[src/rtl/blkxfer_pkg.sv]
package blkxfer_pkg;
  localparam int SLOT_W = 5;
  localparam int SUBADDR_W = 4;
  localparam int FUNC_W = 5;
  localparam int WCNT_W = 16;
  localparam int NOQ_W = 8;
  localparam int DATA_W = 24;
  localparam int CRATE_W = 8;
  localparam int HDR_W = 2;
  localparam int FRAME_W = HDR_W + DATA_W;
  localparam int SLOT_LIMIT = 24;
  localparam int READ_FUNC_LIMIT = 8;
  localparam logic [HDR_W-1:0] HDR_STATUS = 2'b10;
  localparam logic [HDR_W-1:0] HDR_DATA = 2'b11;

  typedef enum logic [1:0] {
    END_CMD,
    END_WCNT,
    END_NOQ,
    END_TIMEOUT
  } endCause_t;

  typedef struct packed {
    logic load;
    logic issue;
    logic takeQ;
    logic takeNoQ;
    logic finish;
    endCause_t cause;
  } ctrlStb_t;

  typedef struct packed {
    logic wcZero;
    logic nqZero;
    logic gapDone;
    logic timeUp;
  } dpFlags_t;
endpackage

[src/rtl/blkxfer_ctrl.sv]
module blkxfer_ctrl
  import blkxfer_pkg::*;
(
  input  logic               clk,
  input  logic               rst_n,
  input  logic               startStb,
  input  logic               stopStb,
  input  logic [SLOT_W-1:0]  setupN,
  input  logic [FUNC_W-1:0]  setupF,
  input  logic               cycDone,
  input  logic               cycQ,
  input  dpFlags_t           flags,
  output ctrlStb_t           stb
);
  typedef enum logic [1:0] {ST_IDLE, ST_GAP, ST_BUSY, ST_FINISH} state_t;

  state_t state, nxtState;
  endCause_t causeReg, nxtCause;
  logic setupOk;

  assign setupOk = (setupN < SLOT_W'(SLOT_LIMIT)) && (setupF < FUNC_W'(READ_FUNC_LIMIT));

  always_comb begin
    stb = '0;
    stb.cause = causeReg;
    nxtState = state;
    nxtCause = causeReg;
    unique case (state)
      ST_IDLE: begin
        if (startStb && setupOk) begin
          stb.load = 1'b1;
          nxtState = ST_GAP;
        end
      end
      ST_GAP: begin
        if (stopStb) begin
          nxtCause = END_CMD;
          nxtState = ST_FINISH;
        end else if (flags.timeUp) begin
          nxtCause = END_TIMEOUT;
          nxtState = ST_FINISH;
        end else if (flags.gapDone) begin
          stb.issue = 1'b1;
          nxtState = ST_BUSY;
        end
      end
      ST_BUSY: begin
        if (stopStb) begin
          nxtCause = END_CMD;
          nxtState = ST_FINISH;
        end else if (cycDone) begin
          if (cycQ) begin
            stb.takeQ = 1'b1;
            if (flags.wcZero) begin
              nxtCause = END_WCNT;
              nxtState = ST_FINISH;
            end else begin
              nxtState = ST_GAP;
            end
          end else begin
            stb.takeNoQ = 1'b1;
            if (flags.nqZero) begin
              nxtCause = END_NOQ;
              nxtState = ST_FINISH;
            end else begin
              nxtState = ST_GAP;
            end
          end
        end else if (flags.timeUp) begin
          nxtCause = END_TIMEOUT;
          nxtState = ST_FINISH;
        end
      end
      ST_FINISH: begin
        stb.finish = 1'b1;
        nxtState = ST_IDLE;
      end
      default: nxtState = ST_IDLE;
    endcase
  end

  always_ff @(posedge clk or negedge rst_n) begin
    if (!rst_n) begin
      state <= ST_IDLE;
      causeReg <= END_CMD;
    end else begin
      state <= nxtState;
      causeReg <= nxtCause;
    end
  end
endmodule

[src/rtl/blkxfer_dp.sv]
module blkxfer_dp
  import blkxfer_pkg::*;
#(
  parameter int GAP_CYC = 1000,
  parameter int TO_CYC = 125_000_000
) (
  input  logic                 clk,
  input  logic                 rst_n,
  input  ctrlStb_t             stb,
  input  logic [SLOT_W-1:0]    setupN,
  input  logic [SUBADDR_W-1:0] setupA,
  input  logic [FUNC_W-1:0]    setupF,
  input  logic [WCNT_W-1:0]    wcField,
  input  logic [NOQ_W-1:0]     nqField,
  input  logic [CRATE_W-1:0]   crateAddr,
  input  logic [DATA_W-1:0]    cycData,
  output dpFlags_t             flags,
  output logic                 cycReq,
  output logic [SLOT_W-1:0]    cycN,
  output logic [SUBADDR_W-1:0] cycA,
  output logic [FUNC_W-1:0]    cycF,
  output logic                 frameValid,
  output logic [FRAME_W-1:0]   frameWord,
  output logic                 active,
  output logic [SLOT_W-1:0]    slotOut,
  output logic                 clrSlotRes
);
  localparam int GAP_W = $clog2(GAP_CYC + 1);
  localparam int TO_W = $clog2(TO_CYC + 1);
  localparam logic [GAP_W-1:0] GAP_LAST = GAP_W'(GAP_CYC - 1);
  localparam logic [TO_W-1:0] TO_LAST = TO_W'(TO_CYC - 1);

  logic [WCNT_W-1:0] wcCnt;
  logic [NOQ_W-1:0]  nqCnt;
  logic [GAP_W-1:0]  gapCnt;
  logic [TO_W-1:0]   toCnt;

  function automatic logic [2:0] causeBits(endCause_t c);
    case (c)
      END_WCNT:    return 3'b100;
      END_NOQ:     return 3'b010;
      END_TIMEOUT: return 3'b001;
      default:     return 3'b000;
    endcase
  endfunction

  function automatic logic [FRAME_W-1:0] statusWord(logic [CRATE_W-1:0] crate,
                                                    logic [SLOT_W-1:0] slot,
                                                    logic bta, logic [2:0] bits);
    return {HDR_STATUS, crate, 3'b000, slot, 4'b0000, bta, bits};
  endfunction

  assign flags.wcZero  = (wcCnt == '0);
  assign flags.nqZero  = (nqCnt == '0);
  assign flags.gapDone = (gapCnt == GAP_LAST);
  assign flags.timeUp  = (toCnt == TO_LAST);
  assign slotOut = active ? cycN : '0;

  // target and counters
  always_ff @(posedge clk or negedge rst_n) begin
    if (!rst_n) begin
      cycN <= '0;
      cycA <= '0;
      cycF <= '0;
      wcCnt <= '0;
      nqCnt <= '0;
    end else if (stb.load) begin
      cycN <= setupN;
      cycA <= setupA;
      cycF <= setupF;
      wcCnt <= wcField;
      nqCnt <= nqField;
    end else begin
      if (stb.takeQ && !flags.wcZero) wcCnt <= wcCnt - 1'b1;
      if (stb.takeNoQ && !flags.nqZero) nqCnt <= nqCnt - 1'b1;
    end
  end

  // cycle spacing and response timer
  always_ff @(posedge clk or negedge rst_n) begin
    if (!rst_n) begin
      gapCnt <= '0;
      toCnt <= '0;
    end else begin
      if (stb.load || stb.issue) gapCnt <= '0;
      else if (gapCnt != GAP_LAST) gapCnt <= gapCnt + 1'b1;
      if (stb.load || stb.takeQ) toCnt <= '0;
      else if (active && toCnt != TO_LAST) toCnt <= toCnt + 1'b1;
    end
  end

  // request, frames and activity
  always_ff @(posedge clk or negedge rst_n) begin
    if (!rst_n) begin
      cycReq <= 1'b0;
      frameValid <= 1'b0;
      frameWord <= '0;
      active <= 1'b0;
      clrSlotRes <= 1'b0;
    end else begin
      clrSlotRes <= stb.load;
      frameValid <= 1'b0;
      if (stb.issue) cycReq <= 1'b1;
      else if (stb.takeQ || stb.takeNoQ || stb.finish) cycReq <= 1'b0;
      if (stb.load) begin
        active <= 1'b1;
        frameValid <= 1'b1;
        frameWord <= statusWord(crateAddr, setupN, 1'b1, 3'b000);
      end else if (stb.takeQ) begin
        frameValid <= 1'b1;
        frameWord <= {HDR_DATA, cycData};
      end else if (stb.finish) begin
        active <= 1'b0;
        frameValid <= 1'b1;
        frameWord <= statusWord(crateAddr, cycN, 1'b0, causeBits(stb.cause));
      end
    end
  end
endmodule

[src/rtl/blkxfer_seq.sv]
module blkxfer_seq
  import blkxfer_pkg::*;
#(
  parameter int GAP_CYC = 1000,
  parameter int TO_CYC = 125_000_000
) (
  input  logic                 clk,
  input  logic                 rst_n,
  input  logic                 startStb,
  input  logic                 stopStb,
  input  logic [SLOT_W-1:0]    setupN,
  input  logic [SUBADDR_W-1:0] setupA,
  input  logic [FUNC_W-1:0]    setupF,
  input  logic [WCNT_W-1:0]    wcField,
  input  logic [NOQ_W-1:0]     nqField,
  input  logic [CRATE_W-1:0]   crateAddr,
  input  logic                 cycDone,
  input  logic                 cycQ,
  input  logic [DATA_W-1:0]    cycData,
  output logic                 cycReq,
  output logic [SLOT_W-1:0]    cycN,
  output logic [SUBADDR_W-1:0] cycA,
  output logic [FUNC_W-1:0]    cycF,
  output logic                 frameValid,
  output logic [FRAME_W-1:0]   frameWord,
  output logic                 active,
  output logic [SLOT_W-1:0]    slotOut,
  output logic                 clrSlotRes
);
  ctrlStb_t stb;
  dpFlags_t flags;

  blkxfer_ctrl u_ctrl (
    .clk(clk), .rst_n(rst_n), .startStb(startStb), .stopStb(stopStb),
    .setupN(setupN), .setupF(setupF), .cycDone(cycDone), .cycQ(cycQ),
    .flags(flags), .stb(stb)
  );

  blkxfer_dp #(.GAP_CYC(GAP_CYC), .TO_CYC(TO_CYC)) u_dp (
    .clk(clk), .rst_n(rst_n), .stb(stb), .setupN(setupN), .setupA(setupA),
    .setupF(setupF), .wcField(wcField), .nqField(nqField), .crateAddr(crateAddr),
    .cycData(cycData), .flags(flags), .cycReq(cycReq), .cycN(cycN), .cycA(cycA),
    .cycF(cycF), .frameValid(frameValid), .frameWord(frameWord), .active(active),
    .slotOut(slotOut), .clrSlotRes(clrSlotRes)
  );
endmodule

[config.mk]
export PLATFORM = sky130hd
export DESIGN_NAME = blkxfer_seq
export DESIGN_NICKNAME = d
export VERILOG_FILES = /design/src/rtl/blkxfer_pkg.sv /design/src/rtl/blkxfer_ctrl.sv /design/src/rtl/blkxfer_dp.sv /design/src/rtl/blkxfer_seq.sv
export SDC_FILE = /design/constraint.sdc
export NUM_CORES = 1
export LEC_CHECK = 0
export BUFFER_PORTS_ARGS = -buffer_cell sky130_fd_sc_hd__buf_2
export CELL_PAD_IN_SITES_DETAIL_PLACEMENT = 0
export CELL_PAD_IN_SITES_GLOBAL_PLACEMENT = 2
export CORE_ASPECT_RATIO = 1.4
export CORE_MARGIN = 2
export CORE_UTILIZATION = 30
export CTS_CLUSTER_SIZE = 40
export DETAILED_ROUTE_END_ITERATION = 16
export HOLD_SLACK_MARGIN = 0.03
export PLACE_DENSITY = 0.88
export SETUP_SLACK_MARGIN = 0.02
export SYNTH_ARGS = -nofsm -noshare
export SYNTH_HDL_FRONTEND = slang
export SYNTH_SLANG_ARGS = --single-unit
[constraint.sdc]
create_clock -name clk -period 2.3 [get_ports clk]
set_input_delay 0.345 -clock clk [delete_from_list [all_inputs] [get_ports clk]]
set_output_delay 0.345 -clock clk [all_outputs]
set_load 0.005 [all_outputs]
# After elaboration in Yosys (flattened, before gate mapping)
# Cells that the tools add are included.
# totals
register_bits,109
elab_cells,113
in_bits,76
output_inout_bits,49
# classes
magnitude_cmp,2
add_sub_neg,4
n_eq_ne,16
reduce_logical,25
muxes,52
# ops
cell,count
$mux 26,3
$mux 27,2
$mux 2,20
$mux 16,2
$add 27x1->27 const B,1
$eq 27x27->1 const B,1
$ne 27x27->1 const B,1
$mux 10,2
$mux 1,17
$logic_not 16->1,1
$mux 8,2
$sub 16x1->16 const B,1
$reduce_bool 2->1,7
$add 10x1->10 const B,1
$eq 10x10->1 const B,1
$ne 10x10->1 const B,1
$ne 5x4->1 const B,2
$pmux 3 s3,1
$eq 2x2->1 const B,4
$logic_not 8->1,1
$ne 4x4->1 const B,2
$pmux 2 s4,1
$sub 8x1->8 const B,1
$reduce_and 3->1,2
12 further kinds,22

# Logic depth before layout (Yosys ltp)
# depth
word_depth,8
mapped_depth,10
mapped_depth_nobuf,8

# Cells and area by module
# Synthesis repeated with hierarchy kept, for this count alone.
# hier_totals
cells_unflattened,575
hier_area_um2,5591.6
# modules_own_cells
module,n_inst,seq_area_each_um2,area_each_um2,cells_per_inst
blkxfer_dp,1,2627.5,5248.8,536
blkxfer_ctrl,1,100.1,342.8,39

# Worst setup path before layout
# Ideal clock, no wire load.
# synth_path
path_type,reg-to-reg
start,register u_ctrl.state[0]
end,register u_dp.frameWord[22]
setup_ps,136
path_stages_with_launch,9
required_time_ps,2164
n_path_buf,2
slack_ps,114
arrival_time_ps,2050
synth_period_minus_slack_ps,2186
cell_sequence,dfrtp_1 > inv_1 > ha_1 > clkbuf_1 > nand4b_1 > nor2_2 > buf_2 > mux2i_1 > o21ai_0
# synth_via
elab_chain_cells,4
elab_cells_between_ends,9
classes_between,eq/ne: 2; mux: 5; reduce/logical: 2
# synth_lines
item,line,source
from (decl),blkxfer_ctrl.sv:17,"state_t state, nxtState;"
from (signal assigned),blkxfer_ctrl.sv:87,state <= nxtState;
$eq 2x2->1,blkxfer_ctrl.sv:28,unique case (state)
$mux 2,blkxfer_ctrl.sv:28,
$mux 26,blkxfer_dp.sv:109,end else if (stb.takeQ) begin
$mux 26,blkxfer_dp.sv:105,if (stb.load) begin
to (signal assigned),blkxfer_dp.sv:108,"frameWord <= statusWord(crateAddr, setupN, 1'b1, 3'b000);"
to (signal assigned),blkxfer_dp.sv:111,"frameWord <= {HDR_DATA, cycData};"
to (signal assigned),blkxfer_dp.sv:115,"frameWord <= statusWord(crateAddr, cycN, 1'b0, causeBits(stb.cause));"
to (decl),blkxfer_dp.sv:23,"output logic [FRAME_W-1:0] frameWord,"
# Parallel ways exist; a longest one is shown, timed or not.
# A chain may end at the register's enable or synchronous reset.

# Worst setup path after layout
# layout_path
start,register u_dp.gapCnt[3]
end,register u_ctrl.state[0]
# layout_via
elab_chain_cells,3
# layout_lines
item,line,source
from (decl),blkxfer_dp.sv:35,logic [GAP_W-1:0] gapCnt;
from (signal assigned),blkxfer_dp.sv:86,else if (gapCnt != GAP_LAST) gapCnt <= gapCnt + 1'b1;
$eq 10x10->1,blkxfer_dp.sv:55,assign flags.gapDone = (gapCnt == GAP_LAST);
$ne 4x4->1 (no source line),--,
$reduce_and 3->1 (no source line),--,
# No other way between the ends.

==> out/results.tsv <==
metric	value	unit
Final Core Density	37.93	%
Setup TNS Final	0	ns
commonest cells after routing, fill and taps aside	123 x buf_2, 109 x dfrtp_1, 94 x nand2_1	
Top delay family on crit path	simple AND/OR/NAND/NOR gates	
# rows	59	
run status	finished clean	
RSZ-0062 raised after global routing	false	
minimum clock period after layout	2.141	ns
first-pass GRT wire length	23550	um
H-tree depth	3	
crit start category	flip-flop	
yosys warns	0	
Initial Util	30.37	%
Fmax	467.1	MHz
CTS Buf Count	9	
leading cell type in the layout, fill and taps excluded	buf_2	
fin crit share	93.08	%
register area share after synthesis	48.66	%
WP data arrival	2.39	ns
Congestion Overflow GR	0	
FF-to-FF Start	u_dp.gapCnt[3]	
Initial DRC Count	231	
CTS Buffer Depth	2	
cell area after synthesis	5605	um^2
Worst Hold Class	primary input to flip-flop	
Post-synth top flop	dfrtp_1	
Max VDD drop	443.6	uV
Critical-path top delay cell	or3b_2	
Routed Antenna Nets	0	
crit-path max FO	6	
drt via density	4.919	
Synth Instances	604	
final wirelength	14400	um
Slowest Stage Delay on Critical Path	0.57	ns
final routed DRC violation total	0	
drt first pass iters	4	
vias after detailed routing	4870	
Antenna Cells	0	
Hold Startpoint	setupF[0]	
number of global-route vias before repair	4690	
Worst-Skew Late Latency	0.36	ns
core area	18460	um^2
gr usage total	14.73	%
area grow syn2layout	24.89	%
initial antenna violation count	0	
Final Net Count	828	
height of the die	165.7	um
# setup viols final	0	
Top Ports	125	
final worst slack	0.1591	ns
maxcap violations	0	
Slew Viols, Final	0	
CTS tree	done	
Syn Nets	691	
flop2flop setup slack	0.16	ns
Setup crit end kind	flip-flop	
DP Worst Slack	0.1091	ns
clk sinks	109	
Syn Area/Cell	9.280	um^2
Synth Register Bits	109	
Required @ worst endpoint	2.55	ns
Hold Vio Cnt, Final	0	
die area	19810	um^2
Slew @ Worst Pin	0.6662	ns
layout cell share with drive strength beyond 1	24.66	%
IO Port Bufs	124	
Post-synth ARST share	100.0	%
CP cell instances	nor4bb_1 -> or3b_2 -> a22o_1 -> mux2i_1 -> a211oi_1	
die width	119.5	um
Slew HR	55.59	%
PD cells	1107	nW/um^2
count of different cell masters after synthesis	54	
GPL Wtd Cong	0.7997	
critical path startpoint	u_dp.gapCnt[3]	
Root Buffer	clkbuf_16	
CP Buf/Inv Count	0	
Post-synth EDFFs	0	
Setup CP Type	flip-flop to flip-flop	
wire per inst	14.54	um
P_leak	3.191	nW
Clock transition at path regs	0.08	ns
largest net degree at the start of global routing	49	
HPWL Detailed	10730	um
clock skew	0.009883	ns
==> state kept, by name, summed over array words and instances (netlist names), 4 cells and up <==
name and flops:
u_dp.toCnt 27, u_dp.gapCnt 10, u_dp.cycF 5, u_dp.cycA 4
u_dp.wcCnt 16, u_dp.nqCnt 8, u_dp.cycN 5, u_dp.frameWord 26
==> power by group <==
group	switching (W)	internal, W
clock	0.000750	0.000760
combinational	0.00143	0.00128
sequential	0.000776	0.00275
total	0.00296	0.00480
==> routing by layer <==
metal | track usage [%] | vias to the layer above | wire (um)
met5 | 0 | - | 0
met4 | 4.399 | 0 | 231
met3 | 2.782 | 14 | 603
met2 | 26.24 | 105 | 7385
met1 | 17.91 | 2336 | 6178
li1 | - | 2415 | -
==> what timing repair did <==
item                                   CTS  global route
gates resized for setup                  0             2
setup endpoints to repair                0            32
buffers inserted                         0             2
endpoints found under the hold margin   24             0
hold buffers                             1             0
==> cell families after synthesis <==
| group | share of synthesized area [%] |
|---|---|
| buf+inv | 3.147 |
| xor+xnor | 5.781 |
| mux | 1.786 |
| compound gates | 13.71 |
| fa+ha+maj | 2.455 |
| flops | 48.66 |
| simple gates | 24.46 |
==> worst register-to-register path: cells and delay by family (launching register included) <==
family | cells | cell delay, ns
flip-flops | 1 | 0.43
AO/OA/AOI/OAI | 2 | 0.54
multiplexers | 1 | 0.13
AND/OR/NAND/NOR | 2 | 0.93
==> synthesized netlist by cell type (all sizes together), types with 4 or more instances <==
cell type,instances,area share (%)
inv,16,1.1
nand3,26,2.4
o21ai,47,4.2
nand4,13,1.6
nor4,11,1.2
buf,9,0.74
xnor2,12,1.9
and3,6,0.67
dfrtp,109,49
clkbuf,20,1.3
nor3,10,0.89
or4,5,0.67
or3,14,1.6
mux2i,10,1.8
nor2,38,2.6
o31ai,8,1.1
nand2,94,6.3
nand2b,5,0.56
a21oi,37,3.3
ha,11,2.5
nand4b,5,0.78
o211ai,10,1.3
and2,8,0.89
nand3b,10,1.3
xor2,25,3.9
a22o,8,1.3
nor3b,4,0.54
==> metrics by stage <==
stage	std cells	hold slack [ns]	instance area, um^2	total power [W]
after detailed placement	971	0.2990	6684	0.006293
final	990	0.1704	7000	0.007752
after floorplan	604	0.04941	5605	0.005158
after global placement	971	0.3012	6684	0.006248
after global routing	990	0.1756	7000	0.008422
after CTS	988	0.1616	6977	0.007842
==> area by class of cell <==
| cell class | count | area [um^2] |
|---|---|---|
| Timing Repair Buffer | 155 | 895.9 |
| Inverter | 16 | 60.06 |
| Clock buffer | 10 | 229.0 |
| Clock inverter | 6 | 53.80 |
| Fill cell | 1945 | 11450 |
| Tap cell | 244 | 305.3 |
| Sequential cell | 109 | 2728 |
| Multi-Input combinational cell | 450 | 2729 |
==> path summary, 6_finish.rpt <==
| path | cells after the start | endpoint |
|---|---|---|
| max | 5 | u_ctrl.state[0] |
| min in group asynchronous | 2 | u_dp.nqCnt[2] |
| max reg2reg | 5 | u_ctrl.state[0] |
| min reg2reg | 2 | u_dp.cycF[0] |
| min | 3 | u_dp.cycF[0] |
| max in group asynchronous | 3 | u_dp.frameWord[21] |
(Power assumes the default switching activity.)
